## src/rtl/dual_lock_pkg.sv

```systemverilog
package dual_lock_pkg;

    localparam int CODE_W = 2;

    localparam logic [CODE_W-1:0] CODE_NONE  = 2'b00;
    localparam logic [CODE_W-1:0] CODE_TAKE  = 2'b01;
    localparam logic [CODE_W-1:0] CODE_DROP  = 2'b10;

    typedef enum logic [1:0] {
        ASK_NONE = 2'd0,
        ASK_TAKE = 2'd1,
        ASK_DROP = 2'd2
    } ask_e;

    typedef enum logic [1:0] {
        ANS_NONE  = 2'd0,
        ANS_GRANT = 2'd1,
        ANS_ACK   = 2'd2
    } ans_e;

    typedef enum logic [1:0] {
        OWN_FREE  = 2'd0,
        OWN_LEFT  = 2'd1,
        OWN_RIGHT = 2'd2
    } owner_e;

    typedef struct packed {
        owner_e owner;
        ans_e   left_ans;
        ans_e   right_ans;
    } lock_regs_t;

endpackage

```

## src/rtl/dual_lock_decode.sv

```systemverilog
module dual_lock_decode
    import dual_lock_pkg::*;
(
    input  logic [CODE_W-1:0] code,
    output ask_e              ask
);
    always_comb begin
        unique case (code)
            CODE_TAKE: ask = ASK_TAKE;
            CODE_DROP: ask = ASK_DROP;
            default:   ask = ASK_NONE;   // 00 and the unused 11
        endcase
    end
endmodule

```

## src/rtl/dual_lock_encode.sv

```systemverilog
module dual_lock_encode
    import dual_lock_pkg::*;
(
    input  ans_e              ans,
    output logic [CODE_W-1:0] code
);
    always_comb begin
        unique case (ans)
            ANS_GRANT: code = CODE_TAKE;
            ANS_ACK:   code = CODE_DROP;
            default:   code = CODE_NONE;
        endcase
    end
endmodule

```

## src/rtl/dual_lock_core.sv

```systemverilog
module dual_lock_core
    import dual_lock_pkg::*;
(
    input  logic clk,
    input  logic rst_n,
    input  ask_e left_ask,
    input  ask_e right_ask,
    output ans_e left_ans,
    output ans_e right_ans
);
    lock_regs_t regs_d, regs_q;

    always_comb begin
        regs_d = regs_q;
        unique case (regs_q.owner)
            OWN_FREE: begin
                if (left_ask == ASK_TAKE) begin
                    regs_d.owner     = OWN_LEFT;
                    regs_d.left_ans  = ANS_GRANT;
                    regs_d.right_ans = ANS_NONE;
                end else if (right_ask == ASK_TAKE) begin
                    regs_d.owner     = OWN_RIGHT;
                    regs_d.left_ans  = ANS_NONE;
                    regs_d.right_ans = ANS_GRANT;
                end else begin
                    regs_d.owner     = OWN_FREE;
                    regs_d.left_ans  = ANS_NONE;
                    regs_d.right_ans = ANS_NONE;
                end
            end
            OWN_LEFT: begin
                regs_d.right_ans = ANS_NONE;
                if (left_ask == ASK_DROP) begin
                    regs_d.owner    = OWN_FREE;
                    regs_d.left_ans = ANS_ACK;
                end else begin
                    regs_d.owner    = OWN_LEFT;
                    regs_d.left_ans = ANS_GRANT;
                end
            end
            OWN_RIGHT: begin
                regs_d.left_ans = ANS_NONE;
                if (right_ask == ASK_DROP) begin
                    regs_d.owner     = OWN_FREE;
                    regs_d.right_ans = ANS_ACK;
                end else begin
                    regs_d.owner     = OWN_RIGHT;
                    regs_d.right_ans = ANS_GRANT;
                end
            end
            default: begin
                regs_d.owner     = OWN_FREE;
                regs_d.left_ans  = ANS_NONE;
                regs_d.right_ans = ANS_NONE;
            end
        endcase
    end

    always_ff @(posedge clk or negedge rst_n) begin
        if (!rst_n) begin
            regs_q <= '{owner: OWN_FREE, left_ans: ANS_NONE, right_ans: ANS_NONE};
        end else begin
            regs_q <= regs_d;
        end
    end

    assign left_ans  = regs_q.left_ans;
    assign right_ans = regs_q.right_ans;


    left_first_chk: assert property (@(posedge clk) disable iff (!rst_n)
        (regs_q.owner == OWN_FREE && left_ask == ASK_TAKE) |=> (left_ans == ANS_GRANT && right_ans == ANS_NONE));


    left_hold_chk: assert property (@(posedge clk) disable iff (!rst_n)
        (left_ans == ANS_GRANT && left_ask != ASK_DROP) |=> (left_ans == ANS_GRANT));


    right_hold_chk: assert property (@(posedge clk) disable iff (!rst_n)
        (right_ans == ANS_GRANT && right_ask != ASK_DROP) |=> (right_ans == ANS_GRANT));


    left_ack_pulse_chk: assert property (@(posedge clk) disable iff (!rst_n)
        (left_ans == ANS_ACK) |=> (left_ans != ANS_ACK));


    right_ack_pulse_chk: assert property (@(posedge clk) disable iff (!rst_n)
        (right_ans == ANS_ACK) |=> (right_ans != ANS_ACK));


    single_owner_chk: assert property (@(posedge clk) disable iff (!rst_n)
        !(left_ans == ANS_GRANT && right_ans == ANS_GRANT));
endmodule

```

## src/rtl/dual_lock_arbiter.sv

```systemverilog
module dual_lock_arbiter
    import dual_lock_pkg::*;
(
    input  logic              clk,
    input  logic              rst_n,
    input  logic [CODE_W-1:0] left_req,
    input  logic [CODE_W-1:0] right_req,
    output logic [CODE_W-1:0] left_rsp,
    output logic [CODE_W-1:0] right_rsp
);
    localparam int PORTS = 2;

    logic [CODE_W-1:0] req_code [PORTS];
    logic [CODE_W-1:0] rsp_code [PORTS];
    ask_e              ask      [PORTS];
    ans_e              ans      [PORTS];

    assign req_code[0] = left_req;
    assign req_code[1] = right_req;

    for (genvar gi = 0; gi < PORTS; gi++) begin : g_port
        dual_lock_decode u_dec (.code(req_code[gi]), .ask(ask[gi]));
        dual_lock_encode u_enc (.ans(ans[gi]),       .code(rsp_code[gi]));
    end

    dual_lock_core u_core (
        .clk       (clk),
        .rst_n     (rst_n),
        .left_ask  (ask[0]),
        .right_ask (ask[1]),
        .left_ans  (ans[0]),
        .right_ans (ans[1])
    );

    assign left_rsp  = rsp_code[0];
    assign right_rsp = rsp_code[1];


    no_bad_code_chk: assert property (@(posedge clk) disable iff (!rst_n)
        (left_rsp != 2'b11 && right_rsp != 2'b11));


    idle_stays_chk: assert property (@(posedge clk) disable iff (!rst_n)
        (left_rsp != CODE_TAKE && right_rsp != CODE_TAKE && left_req != CODE_TAKE && right_req != CODE_TAKE)
        |=> (left_rsp == CODE_NONE && right_rsp == CODE_NONE));
endmodule

```

## config.mk

```make
export PLATFORM = sky130hd
export DESIGN_NAME = dual_lock_arbiter
export DESIGN_NICKNAME = d
export VERILOG_FILES = /design/src/rtl/dual_lock_pkg.sv /design/src/rtl/dual_lock_decode.sv /design/src/rtl/dual_lock_encode.sv /design/src/rtl/dual_lock_core.sv /design/src/rtl/dual_lock_arbiter.sv
export SDC_FILE = /design/constraint.sdc
export NUM_CORES = 1
export LEC_CHECK = 0
export ABC_CLOCK_PERIOD_IN_PS = 900
export BUFFER_PORTS_ARGS = -buffer_cell sky130_fd_sc_hd__clkbuf_2
export CORE_AREA = 10 10 47 49
export DETAILED_ROUTE_END_ITERATION = 10
export DIE_AREA = 0 0 57 59
export PLACE_DENSITY = 0.35
export SETUP_SLACK_MARGIN = 0.02
export SLEW_MARGIN = 0
export SYNTH_ARGS = -nofsm -noshare
export SYNTH_HDL_FRONTEND = slang
export SYNTH_SLANG_ARGS = --single-unit
```

## constraint.sdc

```tcl
create_clock -name clk -period 0.9 [get_ports clk]
set_input_delay 0.09 -clock clk [delete_from_list [all_inputs] [get_ports clk]]
set_output_delay 0.09 -clock clk [all_outputs]
set_load 0.05 [all_outputs]
```

==> results of run 1 <==
==> cells in the final DEF (no fill, tap or decap) <==
| cell | count |
|---|---|
| buf_6 | 1 |
| nor2b_2 | 2 |
| inv_1 | 2 |
| o21ai_0 | 1 |
| nand3_1 | 1 |
| clkbuf_2 | 5 |
| buf_12 | 2 |
| dlygate4sd3_1 | 1 |
| o21ai_2 | 1 |
| and2b_2 | 2 |
| nand2b_1 | 1 |
| nor4b_4 | 1 |
| buf_4 | 2 |
| dfrtp_1 | 4 |
| a21oi_2 | 2 |
| nor4b_2 | 1 |
| buf_8 | 2 |
| clkbuf_4 | 3 |
==> power groups by stage <==
stage                     logic [µW]  clock network, µW  registers [µW]
final                            307                215             213
after global routing             328                259             217
after CTS                        265                230             213
after detailed placement         195                  0             224
after global placement           195                  0             224
after floorplan                  123                  0             220
==> cells by family (layout without fill, tap and decap cells) <==
family          Yosys count  in the layout  share of synthesized area (%)
compound gates            4              4                           10.9
buf+inv                   2             18                           4.08
flops                     4              4                           54.4
simple gates              8              8                           30.6
==> timing repair <==
item / CTS / global route
pin swaps: 0 / 2
buffers inserted: 2 / 1
resized for setup: 6 / 8
hold buffers: 1 / 0
setup endpoints to repair: 4 / 8
endpoints found under the hold margin: 4 / 0
==> flip-flops by register name, indices dropped and copies added (netlist names) <==
| name | count |
|---|---|
| u_core.right_ans | 2 |
| u_core.left_ans | 1 |
| u_core.regs_q | 1 |
==> area by class of cell <==
type / count / share of cell area, %
inverters: 2 / 1.89
clock buffers: 3 / 5.66
well taps: 16 / 5.03
flip-flops and latches: 4 / 25.2
repair buffers: 13 / 33.0
multi-input cells: 12 / 29.2
==> how the worst min path moves through the flow <==
| stage | startpoint | to | slack, ns | cells after the start |
|---|---|---|---|---|
| 6_report | left_req[0] | u_core.left_ans[1]$_DFF_PN0_ | 0.07 | 2 |
| 5_1_grt | left_req[0] | u_core.left_ans[1]$_DFF_PN0_ | 0.06 | 2 |
| 4_1_cts | left_req[0] | u_core.left_ans[1]$_DFF_PN0_ | 0.04 | 2 |
| 3_5_place_dp | rst_n | u_core.left_ans[1]$_DFF_PN0_ | -0.10 | 1 |
| 3_3_place_gp | rst_n | u_core.left_ans[1]$_DFF_PN0_ | -0.1 | 1 |
| 2_1_floorplan | rst_n | u_core.left_ans[1]$_DFF_PN0_ | -0.21 | 0 |
==> stage by stage <==
step                area, µm²  cells  hold slack (ns)  setup slack [ns]  power (µW)
floorplan                 191     18           -0.206           -0.0416         343
global placement          294     44          -0.0988           0.00163         420
detailed placement        294     44           -0.102           -0.0103         419
CTS                       372     50           0.0414            -0.180         708
global route              398     50           0.0552            -0.221         804
finish                    398     50           0.0727            -0.166         735
==> layer usage <==
metal | wire length (µm) | share of wire, %
met5 | 0 | 0
met4 | 19 | 3.7
met3 | 62 | 12
met2 | 213 | 42
met1 | 218 | 42
==> summary.md, run 1 <==
| Metric | Value |
|---|---|
| Status | `finished, violations left` |
| Violations in the final reports | `negative setup slack` |
| NetSw | `233 µW` |
| Syn Area/Cell | `10.2 µm²` |
| CTS tree | `built` |
| WP data arrival | `0.98 ns` |
| Total global routing overflow | `0` |
| Post-DP HPWL | `406 µm` |
| Ys Warns | `0` |
| Critical path class | `flip-flop to output port` |
| Initial cell density of the core | `13.1%` |
| Ratio of cells with drive above 1 in the final layout | `70.6%` |
| Final core utilization | `28.4%` |
| Crit path setup slack, layout | `-0.166 ns` |
| Fillers | `162` |
| Worst-path cell chain | `and2b_2 -> buf_12` |
| Total CTS buffers | `3` |
| Post-synth net total | `24` |
| CP Launch Type | `flip-flop` |
| Instance count on the critical path | `2` |
| Reg power frac | `29.0%` |
| Antenna violations before repair | `0` |
| Distinct cells, synth | `9` |
| Final nets | `42` |
| Synth area leader | `dfrtp_1` |
| M2 GR Usage | `5.12%` |
| Level count of the clock H-tree | `1` |
| Hold WC Path Type | `primary input to flip-flop` |
| CTS root buf | `clkbuf_4` |
| Buffers on Ports | `9` |
| Die width | `57 µm` |
| Gpl congestion | `0.728` |
| CP peak stage delay | `0.38 ns` |
| Clock Sinks | `4` |
| Worst setup path endpoint | `right_rsp[1]` |
| Mapped Area | `184 µm²` |
| CP max stage cell | `dfrtp_1` |
| Avg WL per Cell | `10.3 µm` |
| Comb pwr share | `41.8%` |
| Leakage | `0.000186 µW` |
| Met3 Use GR | `3.22%` |
| Area contributors post-synth | `dfrtp_1 54%, nor4b_1 9.5%, and2b_1 8.2%` |
| Buf+Inv Stages, Crit Path | `1` |
| Max Fclk | `938 MHz` |
| Clock buffer depth | `2` |
| Final TNS setup | `-0.532 ns` |
| Max_slew headroom | `86.0%` |
| Worst-path clk slew | `0.04 ns` |
| Family with the most delay on the worst path | `flip-flops` |
| Final critical-path share of the clock period | `118%` |
| Worst reg2reg path depth | `3` |
| Min Tclk post-route | `1.07 ns` |
| Reg2reg end | `u_core.left_ans[1]$_DFF_PN0_` |
| Post-synth top flop | `dfrtp_1` |
| Yosys top cell area share | `54.4%` |
| Die ar. | `3360 µm²` |
| Cells after Synth | `18` |
| Critical Path RT | `0.81 ns` |
| Clock latency on the worst-skew pair | `0.23 ns` |
| Largest net degree at the start of global routing | `5` |
| Reg2Reg Launch Point | `u_core.regs_q[4]$_DFF_PN0_` |
| Initial DRT Pass Iterations | `1` |
| Met1 usage | `3.34%` |
| Area of the multi-input gates | `116 µm²` |
| Antenna-violating nets left | `0` |
| Worst Path Max Fanout | `3` |
| Total core area | `1400 µm²` |
| Drt drc | `0` |
| Clock power frac | `29.2%` |
| Final wirelength | `513 µm` |
| RSZ-0062 raised after global routing | `true` |
| Vias | `187` |
| Vias in the first global route | `233` |
| First-pass GRT wire length | `979 µm` |
| Max-cap violations | `0` |
| I/O Pins | `10` |
| Antenna diodes | `0` |
| Area growth from synthesis to layout | `116%` |
| Slew @ Worst Pin | `0.207 ns` |
| Initial DRC Count | `0` |
| GR peak layer | `met4` |
| Final Max Slew Viols | `0` |
| GRT Total Usage | `4.20%` |
| Crit. End Element | `output port` |
| Fin. Hold Viols | `0` |
| Sw Ratio | `31.7%` |
| Clock skew | `0.00151 ns` |
| EDFF count, synth | `0` |
| Async S/R FF share, synth | `100%` |
| FP Rows | `14` |
| FF/Latch Area | `100 µm²` |
| Worst Setup SP | `u_core.right_ans[0]$_DFF_PN0_` |
| Die Height | `59 µm` |
| Most frequent cell after synthesis | `dfrtp_1` |
| R2r setup slk | `0.01 ns` |
| Post-synthesis sequential area ratio | `54.4%` |
| Vias/cell | `3.74` |
| Synthesis-stage register bit count | `4` |
| PD cells | `1850 nW/µm²` |
| # setup viols final | `4` |
| Pint | `502 µW` |
| Worst vdd ir | `0.000371 V` |
Note: power is estimated with default switching activity, not from simulation.
==> run 2: changes to the inputs <==
- CAP_MARGIN: unset -> 10
- MAX_ROUTING_LAYER: unset -> met4
- SKIP_CTS_REPAIR_TIMING: unset -> 1
==> run 2 against run 1 <==
  * The run still ends with negative setup slack left
  * Largest cell class unchanged
  * Critical path depth unchanged
  * Global-route usage down 0.33 points
  * Largest power group unchanged
  * Combinational power down 11%
==> summary.md, run 2 (same netlist as run 1, synthesis figures left out) <==
| Metric | Value |
|---|---|
| Antenna violations before repair | `0 (unchanged)` |
| Vias in the first global route | `194 (was 233)` |
| Worst vdd ir | `0.000382 V (was 0.000371 V)` |
| Vias | `186 (was 187)` |
| Clock latency on the worst-skew pair | `0.23 ns (about the same)` |
| Max-cap violations | `0 (unchanged)` |
| Antenna diodes | `0 (unchanged)` |
| Drt drc | `0 (unchanged)` |
| Sw Ratio | `31.9% (was 31.7%)` |
| Area growth from synthesis to layout | `106% (was 116%)` |
| Worst-path clk slew | `0.04 ns (about the same)` |
| Slew @ Worst Pin | `0.208 ns (was 0.207 ns)` |
| I/O Pins | `10 (unchanged)` |
| Clock power frac | `30.5% (was 29.2%)` |
| Fin. Hold Viols | `0 (unchanged)` |
| Clock skew | `0.00113 ns (was 0.00151 ns)` |
| GRT Total Usage | `3.87% (was 4.20%)` |
| Clock buffer depth | `2 (unchanged)` |
| Critical path class | `flip-flop to output port (unchanged)` |
| Crit. End Element | `output port (unchanged)` |
| Worst-path cell chain | `and2b_2 -> buf_12 (unchanged)` |
| Total CTS buffers | `3 (unchanged)` |
| Pint | `478 µW (was 502 µW)` |
| # setup viols final | `6 (was 4)` |
| Final nets | `42 (unchanged)` |
| Avg WL per Cell | `10.8 µm (was 10.3 µm)` |
| WP data arrival | `0.98 ns (about the same)` |
| Die width | `57 µm (unchanged)` |
| NetSw | `224 µW (was 233 µW)` |
| Worst Path Max Fanout | `3 (unchanged)` |
| Reg power frac | `30.5% (was 29.0%)` |
| Buf+Inv Stages, Crit Path | `1 (unchanged)` |
| FP Rows | `14 (unchanged)` |
| Post-DP HPWL | `406 µm (unchanged)` |
| Buffers on Ports | `9 (unchanged)` |
| Status | `finished, violations left (unchanged)` |
| Hold WC Path Type | `primary input to flip-flop (unchanged)` |
| Family with the most delay on the worst path | `flip-flops (unchanged)` |
| PD cells | `1850 nW/µm² (about the same)` |
| Min Tclk post-route | `1.07 ns (about the same)` |
| Antenna-violating nets left | `0 (unchanged)` |
| Clock Sinks | `4 (unchanged)` |
| Final Max Slew Viols | `0 (unchanged)` |
| CP max stage cell | `dfrtp_1 (unchanged)` |
| CTS tree | `built (unchanged)` |
| Die ar. | `3360 µm² (unchanged)` |
| Final TNS setup | `-0.602 ns (was -0.532 ns)` |
| Initial cell density of the core | `13.1% (unchanged)` |
| Max Fclk | `935 MHz (was 938 MHz)` |
| Critical Path RT | `0.81 ns (about the same)` |
| Violations in the final reports | `negative setup slack (unchanged)` |
| Ratio of cells with drive above 1 in the final layout | `64.7% (was 70.6%)` |
| Crit path setup slack, layout | `-0.169 ns (was -0.166 ns)` |
| CTS root buf | `clkbuf_4 (unchanged)` |
| Max reg flops | `2 (unchanged)` |
| Final critical-path share of the clock period | `119% (was 118%)` |
| Level count of the clock H-tree | `1 (unchanged)` |
| Max_slew headroom | `86.0% (about the same)` |
| Hold slack | `0.0562 ns (was 0.0727 ns)` |
| Largest net degree at the start of global routing | `7 (was 5)` |
| Die Height | `59 µm (unchanged)` |
| Total global routing overflow | `0 (unchanged)` |
| Most frequent cells in the layout | `5 x clkbuf_2, 4 x dfrtp_1, 3 x clkbuf_4, 3 x buf_4 (was 5 x clkbuf_2, 4 x dfrtp_1, 3 x clkbuf_4)` |
| Initial DRT Pass Iterations | `1 (unchanged)` |
| First-pass GRT wire length | `869 µm (was 979 µm)` |
| Most common cell after layout, fill and taps aside | `clkbuf_2 (unchanged)` |
| RSZ-0062 raised after global routing | `true (unchanged)` |
| Final wirelength | `539 µm (was 513 µm)` |
| Vias/cell | `3.72 (was 3.74)` |
| Gpl congestion | `0.736 (was 0.728)` |
| Initial DRC Count | `0 (unchanged)` |
| CP Launch Type | `flip-flop (unchanged)` |
| CP peak stage delay | `0.38 ns (about the same)` |
| Leakage | `0.000181 µW (was 0.000186 µW)` |
| Total core area | `1400 µm² (unchanged)` |
| Comb pwr share | `39.1% (was 41.8%)` |
[run 2: cell counts in the layout (fill, tap and decap cells not counted)]
Identical to the previous run, type by type.
[run 2: power groups by stage]
stage	Combinational (µW)	Clock (µW)	Sequential (µW)
floorplan	123	0	220
finish	274	214	214
detailed placement	195	0	224
CTS	196	230	222
global placement	195	0	224
global route	291	250	217
[run 2: final timing paths]
check / cells past startpoint / startpoint / end / slack [ns]
min reg2reg: 2 / u_core.right_ans[0]$_DFF_PN0_ / u_core.regs_q[4]$_DFF_PN0_ / 0.56
min in group asynchronous: 2 / rst_n / u_core.regs_q[4]$_DFF_PN0_ / 0.20
min: 2 / left_req[0] / u_core.left_ans[1]$_DFF_PN0_ / 0.06
max in group asynchronous: 2 / rst_n / u_core.right_ans[0]$_DFF_PN0_ / 0.58
max: 2 / u_core.regs_q[4]$_DFF_PN0_ / left_rsp[1] / -0.17
max reg2reg: 4 / u_core.regs_q[4]$_DFF_PN0_ / u_core.regs_q[4]$_DFF_PN0_ / -0.04
[run 2: final cells by class]
| class | count | area, µm² |
|---|---|---|
| clock buffers | 3 | 22.5 |
| repair buffers | 13 | 120 |
| multi-input cells | 12 | 109 |
| flip-flops and latches | 4 | 100 |
| fillers | 159 | 1020 |
| inverters | 2 | 7.51 |
| well taps | 16 | 20.0 |
[run 2: stage by stage]
step | power [µW] | setup slack (ns) | std cells | area (µm²) | util [%]
global placement | 420 | 0.00163 | 44 | 294 | 21.0
global route | 758 | -0.216 | 50 | 379 | 27.1
floorplan | 343 | -0.0416 | 18 | 191 | -
detailed placement | 419 | -0.0103 | 44 | 294 | 21.0
finish | 702 | -0.169 | 50 | 379 | 27.1
CTS | 647 | -0.268 | 47 | 317 | 22.6
[run 2: routing by layer]
metal  GRT usage, %  part of all wire (%)
met5              -                     0
met4           7.05                   3.5
met3           2.15                   8.7
met2           3.72                    43
met1           3.81                    44
